$ cat src/rtl/i2c_alert_regs.sv
module i2c_alert_regs #(
  parameter logic [3:0] DEV_HI = 4'b0101,
  parameter int         FILT   = 3
) (
  input  logic       clk,
  input  logic       rst_n,
  input  logic       scl_i,
  input  logic       sda_i,
  input  logic [2:0] addr_pins,
  input  logic [7:0] conn_stat,
  input  logic [7:0] mon_stat,
  input  logic [7:0] flt_stat,
  output logic       sda_oe,
  output logic       irq
);

  typedef enum logic [2:0] {S_IDLE, S_DEV, S_PTR, S_WR, S_RD} st_t;

  st_t             st;
  logic [1:0]      scl_s, sda_s;
  logic [FILT-1:0] scl_w, sda_w;
  logic            scl_f, sda_f, scl_d, sda_d;
  logic [7:0]      sh, ptr, rdat;
  logic [3:0]      bits;
  logic            ack, rw, mack, primed, load;
  logic [2:0]      pins_q, mask, summ;
  logic [1:0]      gidx;
  logic [2:0][7:0] stat;
  logic [7:0]      cq  [3];
  logic [7:0]      tr  [3];
  logic [7:0]      clr [3];

  assign stat = {flt_stat, mon_stat, conn_stat};

  always_ff @(posedge clk or negedge rst_n) begin
    if (!rst_n) begin
      scl_s <= '1; sda_s <= '1; scl_w <= '1; sda_w <= '1;
      scl_f <= 1'b1; sda_f <= 1'b1; scl_d <= 1'b1; sda_d <= 1'b1;
    end else begin
      scl_s <= {scl_s[0], scl_i};
      sda_s <= {sda_s[0], sda_i};
      scl_w <= {scl_w[FILT-2:0], scl_s[1]};
      sda_w <= {sda_w[FILT-2:0], sda_s[1]};
      if (&scl_w) scl_f <= 1'b1; else if (~|scl_w) scl_f <= 1'b0;
      if (&sda_w) sda_f <= 1'b1; else if (~|sda_w) sda_f <= 1'b0;
      scl_d <= scl_f;
      sda_d <= sda_f;
    end
  end

  wire scl_rise = scl_f & ~scl_d;
  wire scl_fall = ~scl_f & scl_d;
  wire start_c  = scl_f & scl_d & sda_d & ~sda_f;
  wire stop_c   = scl_f & scl_d & ~sda_d & sda_f;

  always_ff @(posedge clk or negedge rst_n) begin
    if (!rst_n) begin
      primed <= 1'b0;
      pins_q <= '0;
    end else if (!primed) begin
      primed <= 1'b1;
      pins_q <= addr_pins;
    end
  end

  for (genvar i = 0; i < 3; i++) begin : g_grp
    assign summ[i] = |tr[i];
    assign clr[i]  = (load && ptr == 8'(2*i+2)) ? tr[i] : 8'h00;
    always_ff @(posedge clk or negedge rst_n) begin
      if (!rst_n) begin
        cq[i] <= '0;
        tr[i] <= '0;
      end else begin
        cq[i] <= stat[i];
        tr[i] <= (tr[i] & ~clr[i]) | (primed ? (stat[i] ^ cq[i]) : 8'h00);
      end
    end
  end

  assign gidx = ptr[2:1] - 2'd1;

  always_comb begin
    rdat = 8'h00;
    if (ptr == 8'h00)      rdat = {5'b0, summ};
    else if (ptr == 8'h01) rdat = {5'b0, mask};
    else if (ptr <= 8'h07) rdat = ptr[0] ? stat[gidx] : tr[gidx];
  end

  assign load = scl_fall & ack & (((st == S_DEV) & rw) | ((st == S_RD) & mack));
  assign irq  = |(summ & mask);

  always_ff @(posedge clk or negedge rst_n) begin
    if (!rst_n) begin
      st <= S_IDLE; sh <= '0; ptr <= '0; bits <= '0;
      ack <= 1'b0; rw <= 1'b0; mack <= 1'b0; mask <= '0; sda_oe <= 1'b0;
    end else if (start_c) begin
      st <= S_DEV; bits <= '0; ack <= 1'b0; sda_oe <= 1'b0;
    end else if (stop_c) begin
      st <= S_IDLE; ack <= 1'b0; sda_oe <= 1'b0;
    end else begin
      case (st)
        S_IDLE: ;
        S_RD: begin
          if (scl_rise) begin
            if (ack) mack <= ~sda_f;
            else     bits <= bits + 4'd1;
          end
          if (scl_fall) begin
            if (ack) begin
              ack <= 1'b0;
              if (load) begin
                sh <= rdat; ptr <= ptr + 8'd1; bits <= '0; sda_oe <= ~rdat[7];
              end else begin
                st <= S_IDLE; sda_oe <= 1'b0;
              end
            end else if (bits == 4'd8) begin
              ack <= 1'b1; sda_oe <= 1'b0;
            end else begin
              sh <= {sh[6:0], 1'b0}; sda_oe <= ~sh[6];
            end
          end
        end
        default: begin
          if (scl_rise && !ack) begin
            sh   <= {sh[6:0], sda_f};
            bits <= bits + 4'd1;
          end
          if (scl_fall) begin
            if (ack) begin
              ack <= 1'b0; sda_oe <= 1'b0; bits <= '0;
              if (st == S_DEV && rw) begin
                st <= S_RD; sh <= rdat; ptr <= ptr + 8'd1; sda_oe <= ~rdat[7];
              end else if (st == S_DEV) st <= S_PTR;
              else st <= S_WR;
            end else if (bits == 4'd8) begin
              if (st == S_DEV) begin
                if (sh[7:1] == {DEV_HI, pins_q}) begin
                  ack <= 1'b1; sda_oe <= 1'b1; rw <= sh[0];
                end else st <= S_IDLE;
              end else begin
                ack <= 1'b1; sda_oe <= 1'b1;
                if (st == S_PTR) ptr <= sh;
                else begin
                  if (ptr == 8'h01) mask <= sh[2:0];
                  ptr <= ptr + 8'd1;
                end
              end
            end
          end
        end
      endcase
    end
  end

endmodule

$ cat config.mk
export PLATFORM = sky130hd
export DESIGN_NAME = i2c_alert_regs
export DESIGN_NICKNAME = d
export VERILOG_FILES = /design/src/rtl/i2c_alert_regs.sv
export SDC_FILE = /design/constraint.sdc
export NUM_CORES = 1
export LEC_CHECK = 0
export ABC_AREA = 1
export CAP_MARGIN = 5
export CORE_ASPECT_RATIO = 2
export CORE_MARGIN = 10
export CORE_UTILIZATION = 55
export DETAILED_ROUTE_END_ITERATION = 6
export GPL_ROUTABILITY_DRIVEN = 0
export GPL_TIMING_DRIVEN = 1
export PLACE_DENSITY_LB_ADDON = 0.08
export SLEW_MARGIN = 20
export SYNTH_ARGS = -nofsm -noshare
export SYNTH_HDL_FRONTEND = slang
export SYNTH_SLANG_ARGS = --single-unit
$ cat constraint.sdc
create_clock -name clk -period 2.1 [get_ports clk]
set_input_delay 0.42 -clock clk [delete_from_list [all_inputs] [get_ports clk]]
set_output_delay 0.42 -clock clk [all_outputs]
set_load 0.05 [all_outputs]
## Word-level counts from Yosys, hierarchy flattened

Cells that the tools add are included.
W data, S select, Z words.

| storage, ports and cells | value |
|---|---|
| input port bits | 31 |
| output and inout bits | 2 |
| word-level logic and storage cells | 212 |
| register bits | 96 |

| operators by class | value |
|---|---|
| magnitude comparators | 3 |
| equal/unequal tests | 25 |
| muxes and demuxes | 86 |
| reduce and logical (&&, ||, !) cells | 31 |
| add/subtract/negate cells | 3 |
| bitwise operators | 39 |

Operators by type and width:

| operator | count |
|---|---|
| $mux W8 | 30 |
| $mux W4 | 10 |
| $mux W3 | 11 |
| $bmux W8 S2 | 2 |
| $pmux W8 S2 | 2 |
| $mux W1 | 27 |
| $and A8 B8 Y8 | 3 |
| $not A8 Y8 | 3 |
| $or A8 B8 Y8 | 3 |
| $reduce_or A8 Y1 | 3 |
| $xor A8 B8 Y8 | 3 |
| $reduce_and A9 Y1 | 2 |
| $eq A8 B3 Y1 const B | 2 |
| $ne A2 B2 Y1 const B | 8 |
| $not A1 Y1 | 13 |
| $ne A4 B4 Y1 const B | 3 |
| $and A1 B1 Y1 | 11 |
| $ne A3 B3 Y1 const B | 3 |
| $reduce_or A3 Y1 | 3 |
| $add A8 B1 Y8 const B | 1 |
| $eq A8 B1 Y1 const B | 1 |
| $eq A8 B2 Y1 const B | 1 |
| $le A8 B3 Y1 const B | 1 |
| $logic_not A8 Y1 | 1 |
| other kinds (32) | 40 |

## Depth between registers and ports, before layout

Gate-level depths: netlist (run 1).

| depth | value |
|---|---|
| depth after elaboration | 16 |
| depth in mapped cells | 15 |
| mapped depth without buffers | 13 |

## Worst setup path before layout (run 1)

No wires, ideal clock.

| timing | value |
|---|---|
| kind | register to register |
| start point | register ptr[0] |
| end point | register sda_oe |
| path slack | 255 ps |
| period minus slack after synthesis | 1845 ps |
| arrival time | 1727 ps |
| cell stages (with the launch flop) | 15 |
| required time | 1982 ps |
| setup time | 118 ps |
| buffers on the path | 2 |
| cells stage by stage | dfrtp_1 buf_2 inv_2 buf_2 ha_1 nand2_1 inv_1 nand2_1 inv_1 nor2_4 nand2_1 nand2_1 nand2_1 nand3_1 nand2_1 |

| between the ends | value |
|---|---|
| cells in the longest elaborated chain, start to end | 11 |
| elaborated cells on any way between the ends | 17 |
| classes of those cells | order compare: 1; eq/ne: 1; mux: 13; bitwise: 1; reduce/logical: 1 |

RTL lines:

| element | RTL line | RTL |
|---|---|---|
| start: declaration | 23 | `logic [7:0] sh, ptr, rdat;` |
| start signal: assignment | 142 | `if (st == S_PTR) ptr <= sh;` |
| start signal: assignment | 145 | `ptr <= ptr + 8'd1;` |
| $le A8 B3 Y1 / $mux W8 (equally long branches) | 86 | `else if (ptr <= 8'h07) rdat = ptr[0] ? stat[gidx] : tr[gidx];` |
| $mux W8 | 86 |  |
| $mux W8 | 85 | `else if (ptr == 8'h01) rdat = {5'b0, mask};` |
| $mux W8 * | 84 | `if (ptr == 8'h00) rdat = {5'b0, summ};` |
| $not A1 Y1 * | 112, 132 |  |
| $mux W1, on equally long branches | 131, 111 |  |
| $mux W1, on equally long branches | 129, 109 |  |
| $mux W1, on equally long branches | 128, 108 |  |
| $pmux W1 S2 * | 101 | `case (st)` |
| $mux W1 * | 98 | `end else if (stop_c) begin` |
| $mux W1 * | 96 | `end else if (start_c) begin` |
| end signal: assignment | 119 | `sh <= {sh[6:0], 1'b0}; sda_oe <= ~sh[6];` |
| end: declaration | 13 | `output logic sda_oe,` |

Every way passes the cells marked *; elsewhere a longest branch is shown, timed or not. The select of a mux whose other input is x is not followed.
A chain may end at the register's enable or synchronous reset.

## Worst setup path in the final report (run 1)

| timing | value |
|---|---|
| start point | register tr[2] (netlist bit) |
| end point | output port irq |

| between the ends | value |
|---|---|
| cells in the longest elaborated chain, start to end | 3 |

RTL lines:

| element | RTL line | RTL |
|---|---|---|
| start: declaration | 30 | `logic [7:0] tr [3];` |
| start signal: indexed assignment | 75 | `tr[i] <= (tr[i] & ~clr[i]) \| (primed ? (stat[i] ^ cq[i]) : 8'h00);` |
| $reduce_or A8 Y1 | 67 | `assign summ[i] = \|tr[i];` |
| $and A3 B3 Y3 | 90 | `assign irq = \|(summ & mask);` |
| $reduce_or A3 Y1 | 90 |  |
| end: declaration | 14 | `output logic irq` |

No other way between the ends.

==> reports/metrics.cfg, run 1 <==
[critical_path]
crit_family = simple AND/OR/NAND/NOR gates
end_kind = output port
cp_common_cell = nand3_1
worst-path-buf-inv = 1
path_max_fanout = 2
crit_type = flop to output port
path_cells = nor2_1 -> nand3_1 -> o21ai_0 -> nand3_1 -> buf_4
critical_path.slowest_cell = dfrtp_1
required_ns = 1.68
crit_arrival_ns = 1.59
start_kind = flop
cp_slowest_stage_delay_ns = 0.38

[global_routing]
antenna_found_initial = 0
grt.overflow.total = 0
track_usage_pct = 20.2
grt_max_degree = 47
grt_pass1_vias = 4694
grt_pass1_wl_um = 22000

[cts]
insertion_delay_ns = 0.35
clkTransAtPathRegs_ns = 0.07
cts-root-buf = clkbuf_16
cts_htree_levels = 3
cts_tree = yes
cts_sinks = 96
cts_buffer_depth = 2
cts_buffers = 9
post-cts-setup-buffers = 0

[layout]
finalNetCount = 783
fillers = 853
final_layout_size_suffix_gt1_share_pct = 10.8
multi_input_area_mm2 = 0.00236
fin_util_pct = 64.3
seqCellArea_mm2 = 0.00242
final_cell_mix = 211 x nand2_1, 95 x inv_1, 82 x dfrtp_1, 59 x nor2_1, 56 x o21ai_0
final_common_cell = nand2_1
syn_to_final_growth_pct = 14.6
antenna_cells = 0

[logic_synthesis]
yosys.area.top_type = dfrtp_1
netlist.area_leader.share_pct = 39.0
ys_seq_area_share_pct = 46.0
synth.avg_cell_area_um2 = 7.47
ys_ff_latch = 96
netlist_top_cells_area = dfrtp_1 39%, nand2_1 15%, dfstp_2 7.0%
ys.flop_type = dfrtp_1
synth-edff-count = 0
async_flop_share_pct = 100
synth_warnings = 0
syn_nets = 742
synthCells = 704
syn_area_mm2 = 0.00526
yosysUniqueCellTypes = 38

[die]
start_util_pct = 56.1
die_y_um = 158
rows = 50
io_pins = 33
core_mm2 = 0.00938
fp.dieArea_mm2 = 0.0141
die_x_um = 89.2

[outcome]
status = finished clean

[timing]
skew_ns = 0.00715
fin_setup_tns_ns = 0
layout_min_cycle_time_ns = 2.01
finalSetupViolCount = 0
hold_viol_final = 0
period_share_pct = 95.8
drv_slew = 0
max_freq_mhz = 497
grt_setup_unrepaired = yes

[route]
drc_errors = 0
avgViaCountPerCell = 5.58
wl_per_cell_um = 15.7
first_iter_violations = 269
drt-pass1-iter-count = 7
vias = 4763
wirelength_um = 13400
postRouteAntennaNets = 0

[power]
swShare_pct = 29.5
power.density_mw_per_mm2 = 725
vdd_drop_max_uv = 527
switchingPower_uw = 1290
power.internal_uw = 3080
pwr-share-seq_pct = 48.8
p_clk_share_pct = 34.9
leakage_uw = 0.00311
combPwrFrac_pct = 16.2
finalPower_uw = 4370

[flow_run]
drv_cap = 0

[place]
port_buffers = 32
dp_hpwl_um = 10400

[hold_path]
hold_class = flop to flop

[path summary, 6_finish.rpt]
| path | start | end | slack [ns] | cells after the start |
|---|---|---|---|---|
| setup reg to reg | ptr[2] | sh[2] | 0.18 | 13 |
| hold / removal | scl_s[1] | scl_w[0] | 0.36 | 0 |
| min in group asynchronous | rst_n | cq[7] | 0.53 | 2 |
| max in group asynchronous | rst_n | tr[19] | 0.93 | 3 |
| setup / recovery | tr[2] | irq | 0.09 | 5 |
| hold reg to reg | scl_s[1] | scl_w[0] | 0.36 | 0 |
[cells by family after synthesis]
group                    share of synthesized area (%)
AO/OA/AOI/OAI                                     13.0
buffers and inverters                             9.23
multiplexers                                     0.404
flip-flops                                        46.0
XOR/XNOR                                          1.17
adder cells (fa/ha/maj)                           1.66
other                                           0.0713
AND/OR/NAND/NOR                                   28.5
[cells in the mapped netlist, types with 3 or more instances]
master / number
a21oi_1: 20
nand2_2: 5
nor2_1: 60
nor3_1: 11
nand3_1: 44
o21ai_0: 57
dfrtp_1: 82
nand2_1: 212
nor2_2: 4
dfstp_2: 14
inv_1: 95
o22ai_1: 25
nand4_1: 3
ha_1: 7
o211ai_1: 8
buf_2: 10
clkbuf_1: 4
xor2_1: 6
o21ai_2: 5
inv_2: 7
[what timing repair did]
action | CTS | global route
endpoints found under the setup margin | 0 | 3
hold buffers | 1 | 0
gates resized for setup | 0 | 4
hold endpoints to repair | 26 | 0
[metal layers]
layer  GRT usage [%]  up-vias  wire (um)
li1                -     2322          -
met1            20.6     2225       4870
met2            35.9      159       7240
met3            3.68       57        503
met4            13.6        0        763
met5               0        -          0
[through the flow]
step / area [um2] / hold slack (ns) / cells / setup slack [ns]
6_report: 6030 / 0.356 / 854 / 0.0884
5_1_grt: 6030 / 0.359 / 854 / -0.00127
4_1_cts: 6020 / 0.357 / 854 / 0.0743
3_5_place_dp: 5740 / 0.347 / 837 / 0.199
3_3_place_gp: 5740 / 0.345 / 837 / 0.267
2_1_floorplan: 5260 / 0.124 / 704 / 0.255
[cell type report]
cell class,instances,share of cell area [%]
clock buffer,11,3.86
inverter,102,6.39
clock inverter,5,0.643
sequential,96,40.1
timing repair buffer,48,7.68
multi-input combinational,488,39.1
tap,104,2.16
[state kept, by name, summed over array words and instances (netlist names), 4 cells and up]
signal and count:
cq 24, tr 24, ptr 8, sh 8, bits 4
[power by group through the flow]
stage / combinational (uW) / clock [uW] / sequential (uW)
2_1_floorplan: 415 / 0 / 2160
3_3_place_gp: 683 / 0 / 2160
3_5_place_dp: 706 / 0 / 2170
4_1_cts: 711 / 1560 / 2130
5_1_grt: 802 / 1650 / 2150
6_report: 710 / 1530 / 2140
(Power assumes the default switching activity.)
==> run 2, diff against run 1 <==
SETUP_SLACK_MARGIN = 0.5   (was default)
==> reports/metrics.cfg, run 2 (synthesis results as in run 1) <==
[layout]
final_common_cell = nand2_1
antenna_cells = 0
syn_to_final_growth_pct = 39.7
finalNetCount = 831
final_layout_size_suffix_gt1_share_pct = 32.8
final_cell_mix = 178 x nand2_1, 84 x inv_1, 78 x dfrtp_1, 39 x o21ai_0, 38 x nor2_1
reg_top3 = cq: 24 flops, tr: 24 flops

[cts]
cts_tree = yes
cts-root-buf = clkbuf_16
cts_htree_levels = 3
cts_sinks = 96
cts_buffer_depth = 2
cts_buffers = 9
clkTransAtPathRegs_ns = 0.07
insertion_delay_ns = 0.35

[critical_path]
worst-r2r-cell-count = 15
crit_arrival_ns = 2.14
cp-endpoint = sh[2]
rr_endpoint = sh[2]
critical_path.slowest_cell = dfrtp_1
crit_family = simple AND/OR/NAND/NOR gates
worst-path-buf-inv = 3
start_kind = flop
startpoint = ptr[1]
cp_slowest_stage_delay_ns = 0.44
path_max_fanout = 7
cp_common_cell = nand2_1
required_ns = 2.35
path_cells = ha_4 -> buf_12 -> inv_12 -> buf_12 -> nand2_2 -> nand3_2 -> nand2_1 -> nand2_1 -> nand2_1 -> nand2_2 -> nand3_2 -> nand2_2 -> nand2_1 -> nand2_1 -> nand2_1
r2r_setup_slack_ns = 0.21
crit_type = flop to flop
critical_path_depth = 15
end_kind = flop
timing.rr.start = ptr[1]

[die]
rows = 50
die_y_um = 158
fp.dieArea_mm2 = 0.0141
io_pins = 33
die_x_um = 89.2
start_util_pct = 56.1
core_mm2 = 0.00938

[global_routing]
grt.overflow.total = 0
track_usage_pct = 23.9
grt_max_degree = 35
antenna_found_initial = 0
grt_pass1_vias = 5413
grt_pass1_wl_um = 25900

[place]
port_buffers = 32
dp_hpwl_um = 10900

[timing]
fin_setup_tns_ns = 0
skew_ns = 0.00864
hold_viol_final = 0
finalSetupViolCount = 0
layout_min_cycle_time_ns = 1.89
max_freq_mhz = 528
grt_setup_unrepaired = yes
drv_slew = 0
period_share_pct = 90.2
holdWs_ns = 0.357

[route]
wl_per_cell_um = 19.5
postRouteAntennaNets = 0
vias = 5384
first_iter_violations = 415
avgViaCountPerCell = 5.97
wirelength_um = 17600
drt-pass1-iter-count = 5
drc_errors = 0

[flow_run]
drv_cap = 0

[power]
leakage_uw = 0.00362
vdd_drop_max_uv = 516
power.density_mw_per_mm2 = 650

[hold_path]
hold_class = flop to flop
whs_path_depth = 0

[outcome]
status = finished clean

## run 2: per-stage QoR
step | area (um2) | util, % | setup WS [ns] | cells | power [uW]
after floorplan | 5320 | - | 0.434 | 704 | 2570
after CTS | 6710 | 71.5 | 0.244 | 889 | 4660
after detailed placement | 5760 | 61.4 | 0.192 | 836 | 2890
final | 7350 | 78.3 | 0.206 | 902 | 4780
after global routing | 7350 | 78.3 | 0.0824 | 902 | 4990
after global placement | 5760 | 61.4 | 0.252 | 836 | 2870
## run 2: layer usage
layer	vias up	part of all wire, %	track usage (%)
li1	2426	-	-
met1	2579	33	22.6
met2	267	54	43.2
met3	112	5.0	4.45
met4	0	8.4	17.9
met5	-	0	0
## run 2: worst min path at each step
stage / start / to / slack (ns)
floorplan: rst_n / ack / 0.12
global placement: rst_n / ptr[7] / 0.34
detailed placement: rst_n / ptr[5] / 0.35
CTS: scl_s[1] / scl_w[0] / 0.36
global route: scl_s[1] / scl_w[0] / 0.36
finish: scl_s[1] / scl_w[0] / 0.36
## run 2: layout make-up
type	count	area, um2
Clock buffer	12	279
Multi-Input combinational cell	490	3090
Clock inverter	4	31.3
Timing Repair Buffer	93	976
Tap cell	104	130
Fill cell	621	2030
Inverter	102	409
Sequential cell	96	2420
Timing Repair inverter	1	5.00
## run 2: timing repair
action | CTS | global route
hold buffers | 1 | 0
gates resized for setup | 91 | 129
endpoints found under the setup margin | 54 | 55
buffers inserted | 34 | 11
cloned | 2 | 2
hold endpoints to repair | 19 | 0
pin swaps | 44 | 41
## run 2: power breakdown
group / switching [uW] / internal (uW) / leakage (uW)
combinational: 585 / 358 / 0.00241
sequential: 128 / 2000 / 0.00106
clock: 744 / 958 / 0.000155
total: 1460 / 3320 / 0.00362
